## config.mk

```make
export PLATFORM = sky130hd
export DESIGN_NAME = enc_glitch_filter
export DESIGN_NICKNAME = d
export VERILOG_FILES = /design/src/rtl/enc_filt_pkg.sv /design/src/rtl/enc_sync.sv /design/src/rtl/enc_chan_filter.sv /design/src/rtl/enc_glitch_filter.sv
export SDC_FILE = /design/constraint.sdc
export NUM_CORES = 1
export LEC_CHECK = 0
export BUFFER_PORTS_ARGS = -buffer_cell sky130_fd_sc_hd__clkbuf_2
export CORE_MARGIN = 10
export CORE_UTILIZATION = 40
export CTS_CLUSTER_SIZE = 24
export DETAILED_ROUTE_END_ITERATION = 6
export HOLD_SLACK_MARGIN = 0.1
export PLACE_DENSITY_LB_ADDON = 0.05
export SLEW_MARGIN = 5
export SYNTH_ARGS = -nofsm -noshare
export SYNTH_HDL_FRONTEND = slang
export SYNTH_HIERARCHICAL = 1
export SYNTH_SLANG_ARGS = --single-unit
```

## constraint.sdc

```tcl
create_clock -name clk -period 8.13 [get_ports clk]
set_input_delay 1.626 -clock clk [delete_from_list [all_inputs] [get_ports clk]]
set_output_delay 1.626 -clock clk [all_outputs]
set_load 0.02 [all_outputs]
```

## src/rtl/enc_filt_pkg.sv

```systemverilog
package enc_filt_pkg;
    localparam int unsigned NUM_CH   = 3;
    localparam int unsigned CFG_W    = 32;
    localparam int unsigned MAXC_W   = 21;
    localparam int unsigned SYNC_STG = 2;

    typedef enum logic {
        ST_SETTLED = 1'b0,
        ST_QUALIFY = 1'b1
    } flt_state_e;
endpackage

```

## src/rtl/enc_sync.sv

```systemverilog
module enc_sync #(
    parameter int unsigned STAGES = 2
) (
    input  logic clk,
    input  logic rst_n,
    input  logic d_async,
    output logic q_sync
);
    logic [STAGES-1:0] chain;

    generate
        if (STAGES == 1) begin : g_single
            always_ff @(posedge clk or negedge rst_n) begin
                if (!rst_n) chain <= '0;
                else        chain <= d_async;
            end
        end else begin : g_multi
            always_ff @(posedge clk or negedge rst_n) begin
                if (!rst_n) chain <= '0;
                else        chain <= {chain[STAGES-2:0], d_async};
            end
        end
    endgenerate

    assign q_sync = chain[STAGES-1];
endmodule

```

## src/rtl/enc_chan_filter.sv

```systemverilog
module enc_chan_filter
    import enc_filt_pkg::*;
#(
    parameter int unsigned CW = MAXC_W
) (
    input  logic          clk,
    input  logic          rst_n,
    input  logic          filt_en,
    input  logic [CW-1:0] max_count,
    input  logic          sync_in,
    output logic          filt_out
);
    localparam int unsigned CNT_W = CW + 1;

    flt_state_e       state, state_nx;
    logic [CNT_W-1:0] cnt, cnt_nx, win;
    logic             out_nx;

    assign win = {1'b0, max_count} + CNT_W'(2);

    always_comb begin
        state_nx = state;
        cnt_nx   = cnt;
        out_nx   = filt_out;
        if (!filt_en) begin
            state_nx = ST_SETTLED;
            cnt_nx   = '0;
            out_nx   = sync_in;
        end else begin
            unique case (state)
                ST_SETTLED: begin
                    if (sync_in != filt_out) begin
                        state_nx = ST_QUALIFY;
                        cnt_nx   = CNT_W'(1);
                    end
                end
                ST_QUALIFY: begin
                    if (sync_in == filt_out) begin
                        state_nx = ST_SETTLED;
                        cnt_nx   = '0;
                    end else if (cnt + CNT_W'(1) == win) begin
                        state_nx = ST_SETTLED;
                        cnt_nx   = '0;
                        out_nx   = sync_in;
                    end else begin
                        cnt_nx   = cnt + CNT_W'(1);
                    end
                end
                default: begin
                    state_nx = ST_SETTLED;
                    cnt_nx   = '0;
                end
            endcase
        end
    end

    always_ff @(posedge clk or negedge rst_n) begin
        if (!rst_n) begin
            state <= ST_SETTLED;
            cnt   <= '0;
        end else begin
            state <= state_nx;
            cnt   <= cnt_nx;
        end
    end

    always_ff @(posedge clk or negedge rst_n) begin
        if (!rst_n) filt_out <= 1'b0;
        else        filt_out <= out_nx;
    end

    AST_CHANGE_NEEDS_QUAL: assert property (@(posedge clk) disable iff (!rst_n)
        ($past(rst_n) && filt_en && $past(filt_en) && filt_out != $past(filt_out))
        |-> $past(state) == ST_QUALIFY);

    AST_BYPASS_FOLLOWS: assert property (@(posedge clk) disable iff (!rst_n)
        ($past(rst_n) && !$past(filt_en)) |-> filt_out == $past(sync_in));

    AST_CNT_IN_WINDOW: assert property (@(posedge clk) disable iff (!rst_n)
        filt_en |-> cnt < win);

    AST_DROPOUT_RESTART: assert property (@(posedge clk) disable iff (!rst_n)
        (state == ST_QUALIFY && sync_in == filt_out) |=> state == ST_SETTLED);
endmodule

```

## src/rtl/enc_glitch_filter.sv

```systemverilog
module enc_glitch_filter
    import enc_filt_pkg::*;
(
    input  logic              clk,
    input  logic              rst_n,
    input  logic              filt_en,
    input  logic [CFG_W-1:0]  flt_cfg,
    input  logic [NUM_CH-1:0] enc_raw,
    output logic [NUM_CH-1:0] enc_clean
);
    logic [MAXC_W-1:0] max_count;
    logic [NUM_CH-1:0] synced;

    assign max_count = flt_cfg[MAXC_W-1:0];

    generate
        for (genvar ch = 0; ch < NUM_CH; ch++) begin : g_ch
            enc_sync #(.STAGES(SYNC_STG)) u_sync (
                .clk     (clk),
                .rst_n   (rst_n),
                .d_async (enc_raw[ch]),
                .q_sync  (synced[ch])
            );
            enc_chan_filter #(.CW(MAXC_W)) u_filt (
                .clk       (clk),
                .rst_n     (rst_n),
                .filt_en   (filt_en),
                .max_count (max_count),
                .sync_in   (synced[ch]),
                .filt_out  (enc_clean[ch])
            );
        end
    endgenerate

    AST_RESET_LOW: assert property (@(posedge clk)
        !rst_n |=> enc_clean == '0);
endmodule

```

# == Word-level counts from Yosys, hierarchy flattened ==
# Cells that the tools add are included.
# totals
reg_bits,78
latch_bits,0
ram_bits,0
mem_bits_ro,0
in_bits,38
output_inout_bits,3
wordCells,85
memories,0
# op_classes
n_addsub,4
n_mul,0
div,0
n_lt_le_gt_ge,0
n_eq_ne,21
shifts,0
n_mux,42
bitwise,3
reduce_logical,3
# ops
op,n
$mux W22,12
$pmux W22 S2,3
$add A22 B1 Y22 const B,3
$eq A22 B22 Y1,3
$mux W1,24
$add A21 B2 Y22 const B,1
$ne A2 B1 Y1 const B,6
$ne A3 B2 Y1 const B,3
$reduce_and A3 Y1,3
$ne A2 B2 Y1 const B,3
$pmux W1 S2,3
$eq A1 B1 Y1,3
$ne A1 B1 Y1,3
$not A1 Y1,3

# == Logic depth before layout (Yosys ltp) ==
# Gate-level depths: netlist of run 1.
# logic_depth
ltp_word,6
mapped_depth,11
depth_no_buf,9

# == Cells and area by module ==
# Netlist of run 1, hierarchy kept.
# modules_own_cells
mod,n_inst,cells_each,area_each_um2,seq_area_each_um2
enc_chan_filter,3,321,2786.4,600.6
enc_sync,3,2,50.0,50.0

# == Worst setup path before layout of run 1 ==
# Ideal clock, no wire load.
# synth_timing
path_kind,input-to-reg
startpoint,input flt_cfg[1]
endpoint,register g_ch[0].u_filt.filt_out
setup_time_ps,128
arrival_time_ps,3830
required_time_ps,8002
path_slack_ps,4172
path_stages,9
path_buffers,0
cell_sequence,ha_1 -> nand4_1 -> nor4_1 -> nand2_1 -> or4b_1 -> a21boi_2 -> nor2_1 -> o41ai_1 -> mux2_1
# synth_via
elab_chain_cells,4
# synth_rtl
element,line,rtl
"start, declared",enc_glitch_filter.sv:7,"input logic [CFG_W-1:0] flt_cfg,"
$add A21 B2 Y22,enc_chan_filter.sv:19,"assign win = {1'b0, max_count} + CNT_W'(2);"
$eq A22 B22 Y1,enc_chan_filter.sv:41,end else if (cnt + CNT_W'(1) == win) begin
$ne A2 B1 Y1 (no line),n/a,
$reduce_and A3 Y1 (no line),n/a,
"end signal, assigned",enc_chan_filter.sv:69,else filt_out <= out_nx;
"end, declared",enc_chan_filter.sv:11,output logic filt_out
# Every way passes these cells.
# A chain may end at the register's enable or synchronous reset.

# == Final worst setup path of run 1 ==
# layout_timing
startpoint,input flt_cfg[1]
endpoint,register g_ch[1].u_filt.cnt[8]
# layout_via
elab_chain_cells,6
# layout_rtl
element,line,rtl
$add A21 B2 Y22,enc_chan_filter.sv:19,
$eq A22 B22 Y1,enc_chan_filter.sv:41,
$mux W22,enc_chan_filter.sv:41,
$mux W22,enc_chan_filter.sv:38,if (sync_in == filt_out) begin
$pmux W22 S2,enc_chan_filter.sv:30,unique case (state)
$mux W22,enc_chan_filter.sv:25,if (!filt_en) begin
"end signal, assigned",enc_chan_filter.sv:63,cnt <= cnt_nx;
"end, declared",enc_chan_filter.sv:16,"logic [CNT_W-1:0] cnt, cnt_nx, win;"
# Every way passes these cells.

==> impl_metrics.ini, run 1 <==
[timing]
finalCritPeriodShare_pct = 61.8
max_freq_mhz = 199
skew_ps = 11.8
timing.hold.ws_ps = 346
min_period_ps = 5030
slew_violations = 0
hold_viol_final = 0
timing.final.ws_setup_ps = 3100
relSlewSlack_pct = 20.0
worst_pin_slew_ps = 1190
fin_tns_setup_ps = 0
setup_viol = 0
rsz0062_at_grt = false

[clock_tree]
cts.clk_slew.worst_paths_ps = 70
cts_resized = 0
hold_buffers = 0
cts_tree = done
clockRootBuffer = clkbuf_16
cts_max_level = 3
cts_buffers = 9
cts_buffer_depth = 2
insertion_delay_ps = 350
post-cts-setup-buffers = 0
cts_sinks = 78

[power]
p_leak_nw = 3.59
ir_drop_mv = 0.119
clockPowerShare_pct = 46.0
power.density_nw_per_um2 = 120
p_sw_share_pct = 29.4
sequentialPowerShare_pct = 37.5
p_sw_mw = 0.321
p_int_mw = 0.771
finalPower_mw = 1.09
power_frac_comb_pct = 16.5

[synth]
synth_edf_count = 0
synth_warnings = 6
synth_area_um2 = 8510
synthTopCellsByArea = dfrtp_1, xnor2_1, xor2_1
yosys.cell_types.count = 58
ys.flop_type = dfrtp_1
synthCells = 969
yosys.area.top_type = dfrtp_1
avgSynthCellArea_um2 = 8.78
ys_seq_area_share_pct = 22.9
ys_ff_latch = 78
synth_top_area_share_pct = 22.9
synthArstFlopShare_pct = 100
synth.net_count = 1013

[outcome]
status = finished, final reports clean

[critical_path]
slowest_delay_ps = 810
path_buf_inv = 1
worstSetupPathType = in -> reg
crit_family = simple AND/OR/NAND/NOR gates
cp.arrival_ps = 5230
cpMaxStageDelayCell = nor2_1
critPathRequiredTime_ps = 8330
start_kind = primary input
cp_cell_sequence = clkbuf_2, ha_1, nand4_1, nor4_1, nand2_1, or4b_1, a21boi_2, o2111ai_4, nor2_1, o211ai_1
worst_setup_path_end_kind = flip-flop
crit_path_max_fanout = 19

[routing]
dr.pass1.iters = 5
ant_nets = 0
vias = 7786
drt-total-wl_um = 26100
wl_per_cell_um = 21.2
drtIter0Drc = 528
drc = 0
viasPerCell = 6.31

[global_routing]
grt_pass1_wl_um = 41700
grt_antenna_before_repair = 0
grt_max_degree = 46
gr-total-overflow = 0
grt_usage_pct = 18.3
grt_pass1_vias = 7343

[placed_design]
dpl.hpwl_um = 19200
place_congestion = 0.863
dp_cells = 1217
io_buffers = 29
place_ws_ps = 2740

[die]
num_rows = 53
core_um2 = 21000
start_util_pct = 40.6
io_pins = 41
die_h_um = 166
die_w_um = 166
dieArea_um2 = 27500

[hold_path]
min_path_type = reg -> reg

[job]
drv_cap = 0

[final_layout]
finalNonFillerCells = 1233
antennaDiodeCount = 0
final_layout_size_suffix_gt1_share_pct = 13.3
nets = 997
area_growth_pct = 7.22
[through the flow]
stage | utilization [%] | instance area, µm²
final | 43.5 | 9120
after global routing | 43.5 | 9120
after CTS | 43.5 | 9120
after detailed placement | 41.8 | 8770
after global placement | 41.8 | 8770
after floorplan | - | 8510
[final cells by class]
class                      count  area, µm²
clock buffer                  10        239
clock inverter                 6        116
fill                        2157      11800
inverter                      12       45.0
multi-input combinational    810       6180
sequential                    78       1950
tap                          275        344
timing repair buffer          42        245
[power groups by stage]
stage / clock, mW / sequential, mW / combinational (mW)
finish: 0.502 / 0.410 / 0.181
global route: 0.531 / 0.411 / 0.199
CTS: 0.516 / 0.409 / 0.182
detailed placement: 0 / 0.417 / 0.182
global placement: 0 / 0.417 / 0.182
floorplan: 0 / 0.415 / 0.110
[kinds of logic (layout without fill, tap and decap cells)]
logic type,after synthesis,in the layout,share of synthesized area [%]
flip-flops,78,78,22.9
AND/OR/NAND/NOR,483,483,37.1
adder cells (fa/ha/maj),6,6,0.882
buffers and inverters,81,70,4.59
multiplexers,3,3,0.397
AO/OA/AOI/OAI,198,198,19.4
XOR/XNOR,120,120,14.8
[final timing paths]
path | from | end | slack (ps) | depth (start not counted)
max | flt_cfg[1] | g_ch[1].u_filt/cnt[8] | 3100 | 10
min | g_ch[1].u_sync/chain[0] | g_ch[1].u_sync/chain[1] | 350 | 0
max reg2reg | g_ch[1].u_filt/cnt[0] | g_ch[1].u_filt/cnt[8] | 4050 | 9
min reg2reg | g_ch[1].u_sync/chain[0] | g_ch[1].u_sync/chain[1] | 350 | 0
max in group asynchronous | rst_n | g_ch[2].u_filt/cnt[19] | 5890 | 2
min in group asynchronous | rst_n | g_ch[0].u_filt/cnt[17] | 1230 | 1
[cell usage in the layout, fill, tap and decap left out, types with 18 or more instances in the layout]
master | Yosys | layout
and3_1 | 66 | 66
nor2_1 | 30 | 30
nand2_1 | 78 | 78
nor3b_1 | 48 | 45
o21ai_0 | 30 | 30
nand3_1 | 57 | 57
o41ai_1 | 30 | 30
dfrtp_1 | 78 | 78
a221oi_2 | 18 | 18
nor3_1 | 45 | 45
and4_1 | 21 | 21
nand4_1 | 45 | 45
a221oi_1 | 24 | 24
xor2_1 | 48 | 48
clkbuf_2 | 0 | 28
xnor2_1 | 57 | 57
[flip-flops by register name, summed over array words and instances (netlist names)]
signal,count
g_ch.u_filt/cnt,66
g_ch.u_sync/chain,6
g_ch.u_filt/filt_out,3
g_ch.u_filt/state,3
[routing by layer]
| metal | up-vias | GRT usage, % | wire length (µm) |
|---|---|---|---|
| met5 | - | 0 | 0 |
| met4 | 0 | 5.82 | 509 |
| met3 | 25 | 2.18 | 786 |
| met2 | 127 | 29.4 | 12100 |
| met1 | 3836 | 25.0 | 12700 |
| li1 | 3798 | - | - |
[cells in the mapped netlist, types with 9 or more instances]
library cell   n
and4_1        21
a221oi_2      18
nor4_2         9
and3_1        66
nand3_1       57
xnor3_1       15
nand2_1       78
a21oi_1       15
nor3_1        45
dfrtp_1       78
o21ai_0       30
a31oi_1        9
a221oi_1      24
xor2_1        48
nor2_1        30
o31ai_1       15
nand4_1       45
buf_2         33
xnor2_1       57
o211ai_1      15
o41ai_1       30
or3_1         12
inv_1         12
nor4_1         9
clkbuf_1      27
nor3b_1       48
Note: power is estimated with default switching activity, not from simulation.
==> run 2: changes to the inputs <==
==> constraint.sdc (replaced) <==
create_clock -name clk -period 4.1 [get_ports clk]
set_input_delay 0.82 -clock clk [delete_from_list [all_inputs] [get_ports clk]]
set_output_delay 0.82 -clock clk [all_outputs]
set_load 0.02 [all_outputs]
==> impl_metrics.ini, run 2 (synthesis results as in run 1) <==
[critical_path]
start_kind = primary input
cp.arrival_ps = 3800
startpoint = flt_cfg[2]
worst_setup_path_end_kind = flip-flop
critPathCapture = g_ch[1].u_filt/filt_out
reg2reg_depth = 10
reg2reg_to = g_ch[0].u_filt/cnt[14]
r2r_start = g_ch[0].u_filt/cnt[0]
crit_path_max_fanout = 12
rrSetupSlack_ps = 560
slowest_delay_ps = 560
cpMaxStageDelayCell = or4b_1
cp_cell_sequence = clkbuf_2, ha_1, nand4_1, nor4_1, buf_4, nand2_1, or4b_1, a21boi_2, nor2_1, o41ai_1, mux2_1
worstSetupPathType = in -> reg
critPathRequiredTime_ps = 4320

[placed_design]
place_congestion = 0.881
io_buffers = 29
dpl.hpwl_um = 19800

[clock_tree]
cts_tree = done
insertion_delay_ps = 350
cts_buffer_depth = 2
cts.clk_slew.worst_paths_ps = 60
cts_resized = 0
post-cts-setup-buffers = 0
hold_buffers = 0
clockRootBuffer = clkbuf_16
cts_sinks = 78
cts_buffers = 9
cts_max_level = 3

[global_routing]
grt_usage_pct = 18.5
use_met1_pct = 25.8
grt.busiest_layer = met2
grt_pass1_wl_um = 42100
grt_use_met3_pct = 2.32
grt_antenna_before_repair = 0
grt_max_degree = 67
grt_util_met2_pct = 29.6
grt_pass1_vias = 7326
gr-total-overflow = 0

[timing]
fin_tns_setup_ps = 0
min_period_ps = 3580
slew_violations = 0
skew_ps = 7.69
hold_viol_final = 0
max_freq_mhz = 279
worst_pin_slew_ps = 948
relSlewSlack_pct = 36.8
finalCritPeriodShare_pct = 87.3
rsz0062_at_grt = false
setup_viol = 0

[final_layout]
largest_register_ffs = 66
final_layout_size_suffix_gt1_share_pct = 16.6
nets = 1035
area_growth_pct = 10.8
top_register = g_ch.u_filt/cnt
final_cell_mix = nand2_1, dfrtp_1, and3_1, nand3_1, xnor2_1
top_regs = g_ch.u_filt/cnt (66), g_ch.u_sync/chain (6)
nFillCells = 2151

[routing]
drc = 0
drt-total-wl_um = 26300
viasPerCell = 6.19
wl_per_cell_um = 20.7
vias = 7873
ant_nets = 0
drtIter0Drc = 510
dr.pass1.iters = 5

[power]
clockPowerShare_pct = 46.3
p_sw_share_pct = 28.4
ir_drop_mv = 0.195
sequentialPowerShare_pct = 36.7
p_int_mw = 1.59
finalPower_mw = 2.21
p_leak_nw = 3.78
p_sw_mw = 0.629
power.density_nw_per_um2 = 235
power_frac_comb_pct = 17.1

[die]
start_util_pct = 40.6
die_w_um = 166
core_um2 = 21000
die_h_um = 166
io_pins = 41
num_rows = 53
dieArea_um2 = 27500

[outcome]
status = finished, final reports clean

[hold_path]
min_path_type = reg -> reg

[job]
drv_cap = 0
==> run 2: critical path: cells and delay by family <==
| kind | cells | cell delay [ps] |
|---|---|---|
| and+or+nand+nor | 5 | 1220 |
| AOI/OAI and AO/OA | 2 | 650 |
| buffers and inverters | 2 | 440 |
| muxes | 1 | 370 |
| adders and majority gates | 1 | 290 |
==> run 2: power by group through the flow <==
| stage | Sequential, mW | Clock (mW) | Combinational (mW) |
|---|---|---|---|
| detailed placement | 0.827 | 0 | 0.379 |
| floorplan | 0.823 | 0 | 0.218 |
| finish | 0.812 | 1.02 | 0.378 |
| global placement | 0.826 | 0 | 0.378 |
| CTS | 0.812 | 1.05 | 0.381 |
| global route | 0.816 | 1.08 | 0.418 |
==> run 2: layer usage <==
metal | routed length [µm] | share of wire [%] | up-vias
met5 | 0 | 0 | -
met4 | 361 | 1.4 | 0
met3 | 730 | 2.8 | 23
met2 | 12300 | 47 | 138
met1 | 12900 | 49 | 3849
li1 | - | - | 3863
==> run 2: final cells by class <==
type                       instances  area (µm²)  share of cell area (%)
antenna                            1        2.50                  0.0265
tap                              275         344                    3.65
inverter                          12        45.0                   0.478
timing repair buffer              80         531                    5.63
clock buffer                       9         225                    2.39
clock inverter                     7         146                    1.55
sequential                        78        1950                    20.7
multi-input combinational        810        6180                    65.6
==> run 2: worst min path at each step <==
stage | end | cells after the start | startpoint | slack [ps]
3_5_place_dp | g_ch[1].u_sync/chain[1] | 0 | g_ch[1].u_sync/chain[0] | 340
2_1_floorplan | g_ch[0].u_sync/chain[1] | 0 | g_ch[0].u_sync/chain[0] | 330
6_report | g_ch[1].u_sync/chain[1] | 0 | g_ch[1].u_sync/chain[0] | 350
5_1_grt | g_ch[1].u_sync/chain[1] | 0 | g_ch[1].u_sync/chain[0] | 370
3_3_place_gp | g_ch[1].u_sync/chain[1] | 0 | g_ch[1].u_sync/chain[0] | 330
4_1_cts | g_ch[1].u_sync/chain[1] | 0 | g_ch[1].u_sync/chain[0] | 350
==> run 2: through the flow <==
step                hold slack, ps  worst slack, ps  cells  util (%)  instance area, µm²
finish                         348              519   1272      45.0                9430
global route                   371              182   1271      45.0                9430
CTS                            353              546   1271      45.0                9430
detailed placement             339              179   1255      43.2                9050
global placement               334              217   1255      43.2                9050
floorplan                      331              948    969         -                8510
==> run 3: changes to the inputs <==
--- a/config.mk
+++ b/config.mk
@@ -5,6 +5,7 @@
 export SDC_FILE = /design/constraint.sdc
 export NUM_CORES = 1
 export LEC_CHECK = 0
+export ABC_AREA = 1
 export BUFFER_PORTS_ARGS = -buffer_cell sky130_fd_sc_hd__clkbuf_2
 export CORE_MARGIN = 10
 export CORE_UTILIZATION = 40
==> impl_metrics.ini, run 3 <==
[outcome]
status = finished, final reports clean

[synth]
synthTopCellsByArea = nand2_1, dfrtp_1, inv_1
ys_ff_latch = 78
yosys.area.top_type = nand2_1
synth_top_area_share_pct = 24.4
synth_common_cells = nand2_1, inv_1, nor2_1
synthArstFlopShare_pct = 100
synth_edf_count = 0
synth_warnings = 6
ys_seq_area_share_pct = 21.2
synth.net_count = 1580
yosys.cell_types.count = 27
yosysMostFrequentCell = nand2_1
ys.flop_type = dfrtp_1
synthCells = 1536
avgSynthCellArea_um2 = 6.00
synth_area_um2 = 9220

[critical_path]
rrSetupSlack_ps = 1380
critPathRequiredTime_ps = 4300
r2r_start = g_ch[2].u_filt/cnt[0]
cp.arrival_ps = 3210
worst_setup_path_end_kind = flip-flop
worstSetupPathType = in -> reg
crit_path_max_fanout = 16
reg2reg_to = g_ch[2].u_filt/cnt[10]
start_kind = primary input
reg2reg_depth = 15

[global_routing]
grt_pass1_vias = 8715
grt_max_degree = 63
grt_antenna_before_repair = 0
gr-total-overflow = 0
grt_pass1_wl_um = 45000
grt_usage_pct = 19.1

[clock_tree]
cts_buffers = 9
cts_max_level = 3
cts_sinks = 78
cts.clk_slew.worst_paths_ps = 70
cts_buffer_depth = 2
cts_resized = 0
clockRootBuffer = clkbuf_16
post-cts-setup-buffers = 0
insertion_delay_ps = 350
hold_buffers = 0
cts_tree = done

[hold_path]
min_path_type = reg -> reg
hold_end = g_ch[0].u_sync/chain[1]
hold_start = g_ch[0].u_sync/chain[0]
holdPathStages = 0

[die]
num_rows = 55
core_um2 = 22600
die_h_um = 172
dieArea_um2 = 29500
start_util_pct = 40.7
die_w_um = 172
io_pins = 41

[timing]
hold_viol_final = 0
timing.final.ws_setup_ps = 1090
finalCritPeriodShare_pct = 73.4
skew_ps = 9.36
fin_tns_setup_ps = 0
timing.hold.ws_ps = 358
slew_violations = 0
max_freq_mhz = 332
rsz0062_at_grt = false
relSlewSlack_pct = 29.3
min_period_ps = 3010
worst_pin_slew_ps = 1060
setup_viol = 0

[power]
power_frac_comb_pct = 17.3
p_sw_mw = 0.650
sequentialPowerShare_pct = 38.7
p_leak_nw = 4.54
ir_drop_mv = 0.263
power.density_nw_per_um2 = 206
clockPowerShare_pct = 44.0
p_int_mw = 1.41
p_sw_share_pct = 31.6

[routing]
drc = 0
wl_per_cell_um = 14.8
dr.pass1.iters = 4
ant_nets = 0
vias = 9347
drt-total-wl_um = 27400
viasPerCell = 5.04
drtIter0Drc = 599

[final_layout]
top_regs = g_ch.u_filt/cnt (66), g_ch.u_sync/chain (6)
nFillCells = 2453
seqCellArea_um2 = 1950
top_register = g_ch.u_filt/cnt
largest_register_ffs = 66
nets = 1610
antennaDiodeCount = 0
area_growth_pct = 8.30
multiInputGateArea_um2 = 6400
final_common_cell = nand2_1
final_layout_size_suffix_gt1_share_pct = 18.2
final_cell_mix = nand2_1, inv_1, nor2_1, nand3_1

[placed_design]
place_ws_ps = 687
io_buffers = 29
place_congestion = 0.819
dpl.hpwl_um = 21400

[job]
drv_cap = 0
[run 3: logic make-up (layout without fill, tap and decap cells)]
kind of cell	Yosys count	count (layout)	synth area share [%]
adder cells (fa/ha/maj)	6	6	0.815
buffers and inverters	219	253	9.57
AO/OA/AOI/OAI	96	96	5.30
AND/OR/NAND/NOR	1110	1110	60.3
XOR/XNOR	27	27	2.81
flip-flops	78	78	21.2
[run 3: per-layer routing]
layer | GRT usage, % | vias to the layer above | share of wire, %
li1 | - | 4929 | -
met1 | 25.4 | 4256 | 49
met2 | 32.1 | 140 | 47
met3 | 2.18 | 22 | 3.2
met4 | 4.80 | 0 | 1.3
met5 | 0 | - | 0
[run 3: final cells by class]
cell class | instances | area share (%)
flip-flops and latches | 78 | 19.6
multi-input cells | 1239 | 64.1
repair buffers | 37 | 2.08
clock inverters | 6 | 0.878
well taps | 285 | 3.57
clock buffers | 9 | 2.26
inverters | 201 | 7.56
[run 3: power by group through the flow]
stage	clock network (mW)	registers, mW	logic [mW]
3_3_place_gp	0	0.811	0.356
4_1_cts	0.932	0.797	0.361
6_report	0.905	0.796	0.357
5_1_grt	0.957	0.799	0.405
2_1_floorplan	0	0.811	0.217
3_5_place_dp	0	0.812	0.359
[run 3: how the worst max path moves through the flow]
stage                     from  cells past startpoint                     end  slack, ps
floorplan           flt_cfg[1]                     15  g_ch[0].u_filt/cnt[10]       1750
global placement    flt_cfg[1]                     16   g_ch[2].u_filt/cnt[7]        730
detailed placement  flt_cfg[1]                     14  g_ch[2].u_filt/cnt[10]        690
CTS                 flt_cfg[1]                     14  g_ch[2].u_filt/cnt[10]       1060
global route        flt_cfg[1]                     15   g_ch[2].u_filt/cnt[6]        880
finish              flt_cfg[1]                     14  g_ch[2].u_filt/cnt[10]       1090
[run 3: metrics by stage]
step / cells / cell area, µm² / util (%) / power [mW]
after global placement: 1840 / 9670 / 42.7 / 1.17
after CTS: 1855 / 9980 / 44.1 / 2.09
final: 1855 / 9980 / 44.1 / 2.06
after global routing: 1855 / 9980 / 44.1 / 2.16
after floorplan: 1536 / 9220 / - / 1.03
after detailed placement: 1840 / 9670 / 42.7 / 1.17
[run 3: worst max-delay path: stages]
cell and delay (ps):
clkbuf_2 300, ha_1 250, nand3_1 130, nor2_2 220, nand2_2 90, o21bai_1 130, nand2_1 150, xor2_2 170
nand2_1 70, nor2_2 190, nand3_2 230, buf_4 290, nand4_1 100, o21ai_1 60
